==> config.mk <==
export PLATFORM = sky130hd
export DESIGN_NAME = hb5_gate_gen
export DESIGN_NICKNAME = d
export VERILOG_FILES = /design/src/rtl/hb5_pkg.sv /design/src/rtl/hb5_zero_sel.sv /design/src/rtl/hb5_mode_sel.sv /design/src/rtl/hb5_half_enc.sv /design/src/rtl/hb5_gate_gen.sv
export SDC_FILE = /design/constraint.sdc
export NUM_CORES = 1
export LEC_CHECK = 0
export ABC_AREA = 1
export BUFFER_PORTS_ARGS = -buffer_cell sky130_fd_sc_hd__buf_2
export CELL_PAD_IN_SITES_DETAIL_PLACEMENT = 1
export CELL_PAD_IN_SITES_GLOBAL_PLACEMENT = 1
export CORE_UTILIZATION = 39
export DETAILED_ROUTE_END_ITERATION = 10
export GPL_TIMING_DRIVEN = 0
export PLACE_DENSITY = 0.86
export SETUP_SLACK_MARGIN = 0.15
export SKIP_CTS_REPAIR_TIMING = 1
export SYNTH_ARGS = -nofsm -noshare
export SYNTH_HDL_FRONTEND = slang
export SYNTH_SLANG_ARGS = --single-unit
==> constraint.sdc <==
create_clock -name clk_i -period 4.3 [get_ports clk_i]
set_input_delay 0.86 -clock clk_i [delete_from_list [all_inputs] [get_ports clk_i]]
set_output_delay 0.86 -clock clk_i [all_outputs]
set_load 0.03 [all_outputs]
==> src/rtl/hb5_pkg.sv <==
package hb5_pkg;
  typedef enum logic [1:0] {HB_P, HB_O, HB_N, HB_OFF} half_st_e;

  typedef enum logic [3:0] {
    MD_P2, MD_P1_C2, MD_P1_C1, MD_Z_D, MD_Z_E, MD_Z_F,
    MD_N1_C1, MD_N1_C2, MD_N2, MD_OFF
  } leg_mode_e;

  localparam int ZM_W = 3; // bit0 = d, bit1 = e, bit2 = f

  function automatic logic [ZM_W-1:0] open_allow(input int k);
    case (k)
      0:       return 3'b110;
      1:       return 3'b100;
      2:       return 3'b001;
      3:       return 3'b011;
      default: return 3'b111;
    endcase
  endfunction

  function automatic logic [ZM_W-1:0] short_allow(input int k);
    case (k)
      0:       return 3'b101;
      1:       return 3'b011;
      2:       return 3'b110;
      3:       return 3'b101;
      default: return 3'b111;
    endcase
  endfunction

  function automatic half_st_e first_half(input leg_mode_e m);
    case (m)
      MD_P2, MD_P1_C1, MD_Z_D:   return HB_P;
      MD_P1_C2, MD_Z_E, MD_N1_C1: return HB_O;
      MD_Z_F, MD_N1_C2, MD_N2:   return HB_N;
      default:                   return HB_OFF;
    endcase
  endfunction

  function automatic half_st_e second_half(input leg_mode_e m);
    case (m)
      MD_N2, MD_N1_C1, MD_Z_D:   return HB_P;
      MD_P1_C1, MD_Z_E, MD_N1_C2: return HB_O;
      MD_Z_F, MD_P1_C2, MD_P2:   return HB_N;
      default:                   return HB_OFF;
    endcase
  endfunction
endpackage

==> src/rtl/hb5_zero_sel.sv <==
module hb5_zero_sel
  import hb5_pkg::*;
#(
  parameter int NUM_DEV = 4
) (
  input  logic [NUM_DEV-1:0] fault_open_i,
  input  logic [NUM_DEV-1:0] fault_short_i,
  output logic               fault_any_o,
  output leg_mode_e          zmode_o,
  output logic               znone_o
);
  logic [ZM_W-1:0] dev_allow [NUM_DEV];
  logic [ZM_W-1:0] allow;

  for (genvar k = 0; k < NUM_DEV; k++) begin : g_dev
    assign dev_allow[k] = (fault_open_i[k]  ? open_allow(k)  : {ZM_W{1'b1}}) &
                          (fault_short_i[k] ? short_allow(k) : {ZM_W{1'b1}});
  end

  always_comb begin
    allow = {ZM_W{1'b1}};
    for (int k = 0; k < NUM_DEV; k++) allow &= dev_allow[k];
  end

  assign fault_any_o = |{fault_open_i, fault_short_i};

  // preference: e (lowest loss), then d, then f
  always_comb begin
    znone_o = 1'b0;
    if (allow[1])      zmode_o = MD_Z_E;
    else if (allow[0]) zmode_o = MD_Z_D;
    else if (allow[2]) zmode_o = MD_Z_F;
    else begin
      zmode_o = MD_OFF;
      znone_o = 1'b1;
    end
  end
endmodule

==> src/rtl/hb5_mode_sel.sv <==
module hb5_mode_sel
  import hb5_pkg::*;
#(
  parameter int LVL_W = 3,
  parameter int IMB_W = 2
) (
  input  logic signed [LVL_W-1:0] level_i,
  input  logic                    cur_pos_i,
  input  logic signed [IMB_W-1:0] imbal_i,
  input  logic                    last_c1_i,
  input  logic                    fault_i,
  input  leg_mode_e               zmode_i,
  input  logic                    znone_i,
  output leg_mode_e               mode_o,
  output logic                    c1_o,
  output logic                    upd_o
);
  int   lv;
  logic imb_pos, imb_zero, sel_c1;

  always_comb begin
    lv       = int'(level_i);
    imb_zero = (imbal_i == '0);
    imb_pos  = !imbal_i[IMB_W-1] && !imb_zero;
    // discharging with positive current: use the high cap, else the low one
    sel_c1   = imb_zero ? last_c1_i : (imb_pos == cur_pos_i);
    upd_o    = 1'b0;
    c1_o     = last_c1_i;
    mode_o   = MD_Z_E;
    if (fault_i) begin
      mode_o = znone_i ? MD_OFF : zmode_i;
    end else begin
      case (lv)
        2:  mode_o = MD_P2;
        -2: mode_o = MD_N2;
        1: begin
          upd_o  = 1'b1;
          c1_o   = sel_c1;
          mode_o = sel_c1 ? MD_P1_C1 : MD_P1_C2;
        end
        -1: begin
          upd_o  = 1'b1;
          c1_o   = sel_c1;
          mode_o = sel_c1 ? MD_N1_C1 : MD_N1_C2;
        end
        default: mode_o = MD_Z_E;
      endcase
    end
  end
endmodule

==> src/rtl/hb5_half_enc.sv <==
module hb5_half_enc
  import hb5_pkg::*;
(
  input  half_st_e    state_i,
  output logic [3:0]  gates_o  // bit0 = gate 1
);
  always_comb begin
    case (state_i)
      HB_P:    gates_o = 4'b0011;
      HB_O:    gates_o = 4'b0110;
      HB_N:    gates_o = 4'b1100;
      default: gates_o = 4'b0000;
    endcase
  end
endmodule

==> src/rtl/hb5_gate_gen.sv <==
module hb5_gate_gen
  import hb5_pkg::*;
#(
  parameter int NUM_DEV = 4,
  parameter int LVL_W   = 3,
  parameter int IMB_W   = 2,
  parameter int NUM_HB  = 2,
  localparam int GATE_W = NUM_HB * NUM_DEV
) (
  input  logic                    clk_i,
  input  logic                    rst_ni,
  input  logic                    strobe_i,
  input  logic signed [LVL_W-1:0] level_i,
  input  logic                    cur_pos_i,
  input  logic signed [IMB_W-1:0] imbal_i,
  input  logic [NUM_DEV-1:0]      fault_open_i,
  input  logic [NUM_DEV-1:0]      fault_short_i,
  output logic [GATE_W-1:0]       gates_o,
  output logic                    unrecov_o
);
  leg_mode_e         zmode, mode;
  logic              znone, fault_any, c1_next, upd;
  logic              last_c1_q;
  logic [GATE_W-1:0] gates_d, gates_q;
  half_st_e          half_st [NUM_HB];
  logic              unrecov_q;

  hb5_zero_sel #(.NUM_DEV(NUM_DEV)) i_zero_sel (
    .fault_open_i (fault_open_i),
    .fault_short_i(fault_short_i),
    .fault_any_o  (fault_any),
    .zmode_o      (zmode),
    .znone_o      (znone)
  );

  hb5_mode_sel #(.LVL_W(LVL_W), .IMB_W(IMB_W)) i_mode_sel (
    .level_i  (level_i),
    .cur_pos_i(cur_pos_i),
    .imbal_i  (imbal_i),
    .last_c1_i(last_c1_q),
    .fault_i  (fault_any),
    .zmode_i  (zmode),
    .znone_i  (znone),
    .mode_o   (mode),
    .c1_o     (c1_next),
    .upd_o    (upd)
  );

  assign half_st[0] = first_half(mode);
  assign half_st[1] = second_half(mode);

  for (genvar b = 0; b < NUM_HB; b++) begin : g_half
    hb5_half_enc i_half_enc (
      .state_i(half_st[b]),
      .gates_o(gates_d[b*NUM_DEV +: NUM_DEV])
    );
  end

  always_ff @(posedge clk_i or negedge rst_ni) begin
    if (!rst_ni) begin
      gates_q   <= {NUM_HB{4'b0110}};
      unrecov_q <= 1'b0;
      last_c1_q <= 1'b0;
    end else if (strobe_i) begin
      gates_q   <= gates_d;
      unrecov_q <= (mode == MD_OFF);
      if (upd) last_c1_q <= c1_next;
    end
  end

  assign gates_o   = gates_q;
  assign unrecov_o = unrecov_q;
endmodule

==> run_results.csv, run 1 <==
group,metric,value,unit
place,detailedPlacementHpwl,2.286,mm
place,dpl_worst_slack,1.279,ns
setup_path,timing.critical_path.to_type,"register",
power_and_ir_drop,worst_voltage_drop_across_the_vdd_grid,0.1844,mV
setup_path,cp.buffers_inverters,3,
yosys,synth_area,0.001015,mm2
global_route,grt_util_all_layers,20.91,%
sta,fin_skew,0.0005508,ns
yosys,yosys.area_share.simple,37.11,%
setup_path,crit_required,4.47,ns
sta,min_period,2.712,ns
yosys,post_synth.cell_area_avg,6.856,um2
yosys,yosys_warnings,0,
yosys,synth_fa_ha_area_share,17.26,%
layout,final_area,0.001209,mm2
run,cap_violations,0,
floorplan,chipWidth,53.01,um
sta,maximum_operating_frequency,0.3687,GHz
place,routability_congestion_estimate,0.7208,
sta,final-hold-violation-count,0,
global_route,grt-ovfl-total,0,
layout,n_fill_cell,354,
setup_path,crit_path_top_delay_cell,"a21oi_1",
clock_tree,cts-htree-levels,1,
global_route,first_pass_grt_wire_length,4.209,mm
place,buffer_ports.inserted,24,
route,vias_per_cell,4.733,
sta,finalMaxSlewViolations,0,
layout,area.growth.synth_to_final,19.11,%
sta,setup_violations,0,
clock_tree,tritoncts,"built",
yosys,synth.mux.area_fraction,0,%
setup_path,crit_family,"simple AND/OR/NAND/NOR gates",
sta,tightestPinTransition,0.3935,ns
route,drt_pass1_iterations,4,
yosys,synth.ff_latch_count,10,
global_route,antenna_violations_before_repair,0,
yosys,yosysSeqAreaShare,25.15,%
clock_tree,clk_transition_reported_paths,0.07,ns
route,postRouteWirelength,2.563,mm
floorplan,dieArea,0.002810,mm2
yosys,xor_xnor_fraction_of_synth_area,0,%
sta,fin_crit_sh,63.07,%
global_route,grt_start_max_net_pins,11,
yosys,synthesis.instances,148,
global_route,first_global_vias,1009,
route,remaining_drc_errors,0,
setup_path,cp_slowest_stage_delay,0.29,ns
status,run_status,"complete, no violations",
setup_path,crit_arrival,2.89,ns
clock_tree,tritoncts.num_buffers,3,
sta,rsz_0062_raised_after_global_routing,"false",
layout,num-nets-final,208,
floorplan,start_util,40.96,%
sta,final.setup.worst_slack,1.588,ns
yosys,yosysUniqueCellTypes,24,
yosys,synth_fp_nets,179,
yosys,synth_compound_gate_area_share,9.494,%
setup_path,critPathMostFrequentCell,"nand2_1",
route,detail_route.iter0.violations,10,
clock_tree,clkSinkCount,10,
power_and_ir_drop,pwr_density_cell,249.9,mW/mm2
clock_tree,clk_latency,0.27,ns
sta,setup_total_negative_slack,0,ns
setup_path,setup.worst_path.class,"in2reg",
route,detail_route.wl_per_cell,12.44,um
yosys,post_synth_main_area_contributors,"nand2_1 (20%), ha_1 (17%), dfrtp_1 (15%)",
setup_path,path_max_fanout,4,
setup_path,cp_cell_sequence,"buf_2, nor2_1, nand2_1, nand2_1, inv_1, nor2_2, nand2_1, nand2_1, inv_1, ha_1, nand3_1, nand2_2, a21oi_1, ha_1, nor2_1, o31ai_1",
floorplan,die-height,53.01,um
layout,drive_above_1_share,30.11,%
sta,slew_headroom,73.77,%
yosys,share_of_the_synthesized_area_in_the_top_cell_type,19.61,%
place,placed_area,0.001172,mm2
yosys,yosysTopAreaCell,"nand2_1",
layout,antennaDiodeCount,0,
floorplan,rows,18,
power_and_ir_drop,power.static_leakage,0.7350,nW
setup_path,critical_path.startpoint_type,"input pin",
route,antenna_left,0,
route,dr_total_vias,975,
yosys,synth_top_family_by_area,"simple AND/OR/NAND/NOR gates",
hold_path,holdCritPathClass,"in2async",
clock_tree,cts_root_buf,"clkbuf_4",
floorplan,io-pin-count,26,
clock_tree,cts-root-to-sink-buffers,2,
floorplan,core-area,0.002477,mm2
-- synth_stat cells, drive strengths merged --
master / n
nand2: 60
inv: 27
ha: 14
nor2: 13
nand3: 10
dfrtp: 6
o21ai: 6
dfstp: 4
a21oi: 2
clkbuf: 2
o31ai: 2
a21boi: 1
o211ai: 1
-- state kept, by name (all words and copies together) (netlist names) --
name	count
gates_o	8
last_c1_q	1
unrecov_o	1
-- metrics by stage --
stage          hold slack, ns  power (W)  utilization (%)  cells
2_1_floorplan          0.4534  0.0001827                -    148
3_3_place_gp           0.4489  0.0002090            47.32    202
3_5_place_dp           0.4582  0.0002194            47.32    202
4_1_cts                0.4359  0.0003052            48.79    206
5_1_grt                0.4284  0.0003257            48.79    206
6_report               0.4338  0.0003020            48.79    206
-- logic make-up (layout without fill, tap and decap cells) --
group | count (synthesis) | count (layout)
buf+inv | 29 | 57
simple gates | 83 | 83
flops | 10 | 10
fa+ha+maj | 14 | 14
compound gates | 12 | 12
-- routing by layer --
metal / vias to the layer above / global-route usage, % / routed length [um]
met5: - / 0 / 0
met4: 0 / 6.140 / 30
met3: 4 / 2.011 / 70
met2: 23 / 45.78 / 1485
met1: 448 / 19.24 / 977
li1: 500 / - / -
-- final timing paths --
kind,from,end,slack [ns],cells past startpoint
max in group asynchronous,rst_ni,gates_o[2]$_DFFE_PN1P_,3.62,1
min in group clk_i,gates_o[2]$_DFFE_PN1P_,gates_o[2]$_DFFE_PN1P_,0.46,2
hold / removal,rst_ni,gates_o[4]$_DFFE_PN0P_,0.43,1
setup / recovery,level_i[2],gates_o[5]$_DFFE_PN1P_,1.59,16
hold reg to reg,gates_o[2]$_DFFE_PN1P_,gates_o[2]$_DFFE_PN1P_,0.46,2
setup reg to reg,last_c1_q$_DFFE_PN0P_,gates_o[6]$_DFFE_PN1P_,2.07,11
-- report_power, final --
part	total, W	internal, W	switching [W]	leakage, nW
Sequential	0.000112	0.000107	0.00000521	0.122
Combinational	0.000104	0.0000330	0.0000714	0.592
Clock	0.0000852	0.0000515	0.0000337	0.0210
Total	0.000302	0.000192	0.000110	0.735
-- cell usage in the layout, fill, tap and decap left out, types with 2 or more instances in the layout --
master,count
buf_2,24
nand2_2,6
nor2_2,5
dfrtp_1,6
nor2_1,7
inv_1,24
inv_2,2
nand3_1,8
clkbuf_4,3
o21ai_0,3
clkbuf_1,2
o31ai_1,2
nand2_1,53
nand3_2,2
ha_1,14
dfstp_2,4
-- layout make-up --
type | count | area [um2] | area share, %
buffer | 2 | 7.507 | 0.6211
clock buffer | 4 | 36.28 | 3.002
inverter | 27 | 103.9 | 8.592
multi-input combinational | 109 | 648.1 | 53.62
sequential | 10 | 255.2 | 21.12
tap | 30 | 37.54 | 3.106
timing repair buffer | 24 | 120.1 | 9.938
Power figures use the tool's default switching activity.
==> inputs of run 2 (changes only) <==
--- a/config.mk
+++ b/config.mk
@@ -5,14 +5,14 @@
 export SDC_FILE = /design/constraint.sdc
 export NUM_CORES = 1
 export LEC_CHECK = 0
-export ABC_AREA = 1
+export ABC_AREA = 0
 export BUFFER_PORTS_ARGS = -buffer_cell sky130_fd_sc_hd__buf_2
 export CELL_PAD_IN_SITES_DETAIL_PLACEMENT = 1
 export CELL_PAD_IN_SITES_GLOBAL_PLACEMENT = 1
-export CORE_UTILIZATION = 39
+export CORE_UTILIZATION = 35
 export DETAILED_ROUTE_END_ITERATION = 10
 export GPL_TIMING_DRIVEN = 0
-export PLACE_DENSITY = 0.86
+export PLACE_DENSITY = 0.78
 export SETUP_SLACK_MARGIN = 0.15
 export SKIP_CTS_REPAIR_TIMING = 1
 export SYNTH_ARGS = -nofsm -noshare
==> constraint.sdc (replaced) <==
create_clock -name clk_i -period 2.2 [get_ports clk_i]
set_input_delay 0.44 -clock clk_i [delete_from_list [all_inputs] [get_ports clk_i]]
set_output_delay 0.44 -clock clk_i [all_outputs]
set_load 0.03 [all_outputs]
==> run_results.csv, run 2 <==
group,metric,value,unit
place,detailedPlacementHpwl,1.857,mm
route,met3_wirelength,88,um
status,failed_checks,"negative setup slack",
hold_path,holdCritPathClass,"in2async",
setup_path,crit_arrival,2.73,ns
yosys,synthesis.instances,93,
power_and_ir_drop,pwr_density_cell,476.6,mW/mm2
yosys,synth_fp_nets,124,
sta,final-hold-violation-count,0,
setup_path,cp_cell_sequence,"mux2_4, o211ai_1, a21oi_2, o21a_1, ha_1, and3_4, o31a_1, ha_2, nor2_2, nor2_1, mux2_4",
route,detail_route.iter0.violations,8,
route,wirelength_met1,1.087,mm
route,routed_met2_length,1.367,mm
yosys,synth_top_cells_by_count,"ha_1 (14), mux2_2 (9), nor2_1 (8)",
setup_path,critical_path.startpoint_type,"register",
sta,setup_violations,8,
layout,largest_reg_flops,8,
route,drt_pass1_iterations,4,
setup_path,timing.critical_path.to_type,"register",
yosys,postSynth.asyncResetShare,100.0,%
layout,drive_above_1_share,55.81,%
setup_path,path_max_fanout,3,
route,top_layer_used,"met4",
global_route,antenna_violations_before_repair,0,
sta,rsz_0062_raised_after_global_routing,"true",
floorplan,start_util,37.17,%
floorplan,chipWidth,53.30,um
clock_tree,clk_transition_reported_paths,0.07,ns
global_route,grt_start_max_net_pins,11,
clock_tree,cts_root_buf,"clkbuf_4",
place,buffer_ports.inserted,25,
layout,layout.area.seq,255.2,um2
layout,num-nets-final,161,
setup_path,setup.worst_path.class,"reg2reg",
yosys,yosysUniqueCellTypes,36,
sta,final.setup.worst_slack,-0.3357,ns
yosys,synth.ff_latch_count,10,
yosys,yosys_warnings,0,
clock_tree,tritoncts,"built",
route,vias_per_cell,5.415,
yosys,post_synth_main_area_contributors,"ha_1 (19%), dfrtp_1 (16%), dfstp_2 (11%)",
route,dr_total_vias,861,
yosys,yosysSeqAreaShare,27.72,%
clock_tree,cts-root-to-sink-buffers,2,
sta,slew_headroom,61.54,%
floorplan,dieArea,0.002840,mm2
sta,setup_total_negative_slack,-1.665,ns
run,cap_violations,0,
status,run_status,"finished with violations",
sta,maximum_operating_frequency,0.3944,GHz
layout,fin_util,52.32,%
layout,area.growth.synth_to_final,40.76,%
power_and_ir_drop,worst_voltage_drop_across_the_vdd_grid,0.3880,mV
sta,fin_skew,0.004389,ns
layout,antennaDiodeCount,0,
global_route,grt_util_all_layers,17.99,%
yosys,yosys.cell_count.top_type,"ha_1",
sta,min_period,2.536,ns
setup_path,crit_required,2.39,ns
floorplan,die-height,53.30,um
yosys,share_of_the_synthesized_area_in_the_top_cell_type,19.02,%
yosys,yosysTopAreaCell,"ha_1",
setup_path,worst_r2r_path_depth,11,
power_and_ir_drop,power.static_leakage,0.5961,nW
floorplan,rows,18,
floorplan,core-area,0.002477,mm2
setup_path,critPathMostFrequentCell,"mux2_4",
layout,n_fill_cell,299,
clock_tree,clkSinkCount,10,
global_route,first_pass_grt_wire_length,3.822,mm
place,routability_congestion_estimate,0.7471,
yosys,synth_enable_flop_cells,0,
sta,tightestPinTransition,0.5725,ns
global_route,grt-ovfl-total,0,
floorplan,io-pin-count,26,
sta,fin_crit_sh,115.3,%
route,detail_route.wl_per_cell,16.21,um
clock_tree,cts-htree-levels,1,
yosys,synth_top_flop_cell,"dfrtp_1",
layout,multi_input_comb_area,773.2,um2
yosys,post_synth.cell_area_avg,9.902,um2
layout,leading_cell_type_in_the_layout_fill_and_taps_excluded,"buf_2",
setup_path,cp_slowest_stage_delay,0.38,ns
route,remaining_drc_errors,0,
power_and_ir_drop,fin_total_pwr,0.0006178,W
sta,finalMaxSlewViolations,0,
global_route,first_global_vias,859,
setup_path,crit_path_top_delay_cell,"dfrtp_1",
route,antenna_left,0,
clock_tree,clk_latency,0.26,ns
route,postRouteWirelength,2.577,mm
yosys,synth_area,920.9,um2
place,dpl_worst_slack,-0.7637,ns
clock_tree,tritoncts.num_buffers,3,
[run 2: cell count changes in the layout (fill, tap and decap cells not counted), moves of 4 or more]
cell and delta:
ha_1 -7, nor3_1 +4, mux2_2 +7, buf_4 +7
nand2_2 -6, nand3_1 -8, inv_1 -23, ha_2 +7
nand2_1 -50, nor2_2 -4
[run 2: cells by family after synthesis]
family | synth area share, %
and+or+nand+nor | 19.16
buffers and inverters | 1.766
DFF | 27.72
muxes | 12.09
xor gates and xnor gates | 0.9513
AOI/OAI and AO/OA | 19.29
adders and majority gates | 19.02
[run 2: worst paths after layout]
check                                  startpoint                     end  slack [ns]
max                         last_c1_q$_DFFE_PN0P_  gates_o[5]$_DFFE_PN1P_       -0.34
min                                        rst_ni  gates_o[7]$_DFFE_PN0P_        0.03
max reg2reg                 last_c1_q$_DFFE_PN0P_  gates_o[5]$_DFFE_PN1P_       -0.34
min reg2reg                gates_o[6]$_DFFE_PN1P_  gates_o[6]$_DFFE_PN1P_        0.47
max in group asynchronous                  rst_ni  gates_o[1]$_DFFE_PN1P_        1.91
min in group clk_i         gates_o[6]$_DFFE_PN1P_  gates_o[6]$_DFFE_PN1P_        0.47
[run 2: through the flow]
step,area (um2),std cells,hold slack [ns]
2_1_floorplan,939.7,93,0.1444
3_3_place_gp,1102,148,0.3069
3_5_place_dp,1102,148,0.3141
4_1_cts,1139,152,0.02859
5_1_grt,1296,159,0.03985
6_report,1296,159,0.02574
[run 2: routing by layer]
layer,GRT usage [%],vias to the layer above
met5,0,-
met4,3.947,0
met3,0.8621,6
met2,34.17,24
met1,21.69,410
li1,-,421
[run 2: critical path: cells and delay by family (launching register included)]
kind / cells / cell delay [ns]
AOI/OAI and AO/OA: 4 / 0.82
adders and majority gates: 2 / 0.46
DFF: 1 / 0.38
muxes: 2 / 0.54
and+or+nand+nor: 3 / 0.27
[run 2: area by class of cell]
class	count	share of cell area [%]
multi-input cells	79	59.65
flip-flops and latches	10	19.69
repair buffers	32	13.71
well taps	30	2.896
clock buffers	4	2.799
plain buffers	2	0.6757
inverters	2	0.5792
[run 2: where the power goes]
group | internal, W | leakage [nW] | total, W | switching, W
Combinational | 0.0000902 | 0.453 | 0.000229 | 0.000139
Clock | 0.000100 | 0.0210 | 0.000165 | 0.0000646
Sequential | 0.000214 | 0.122 | 0.000224 | 0.0000104
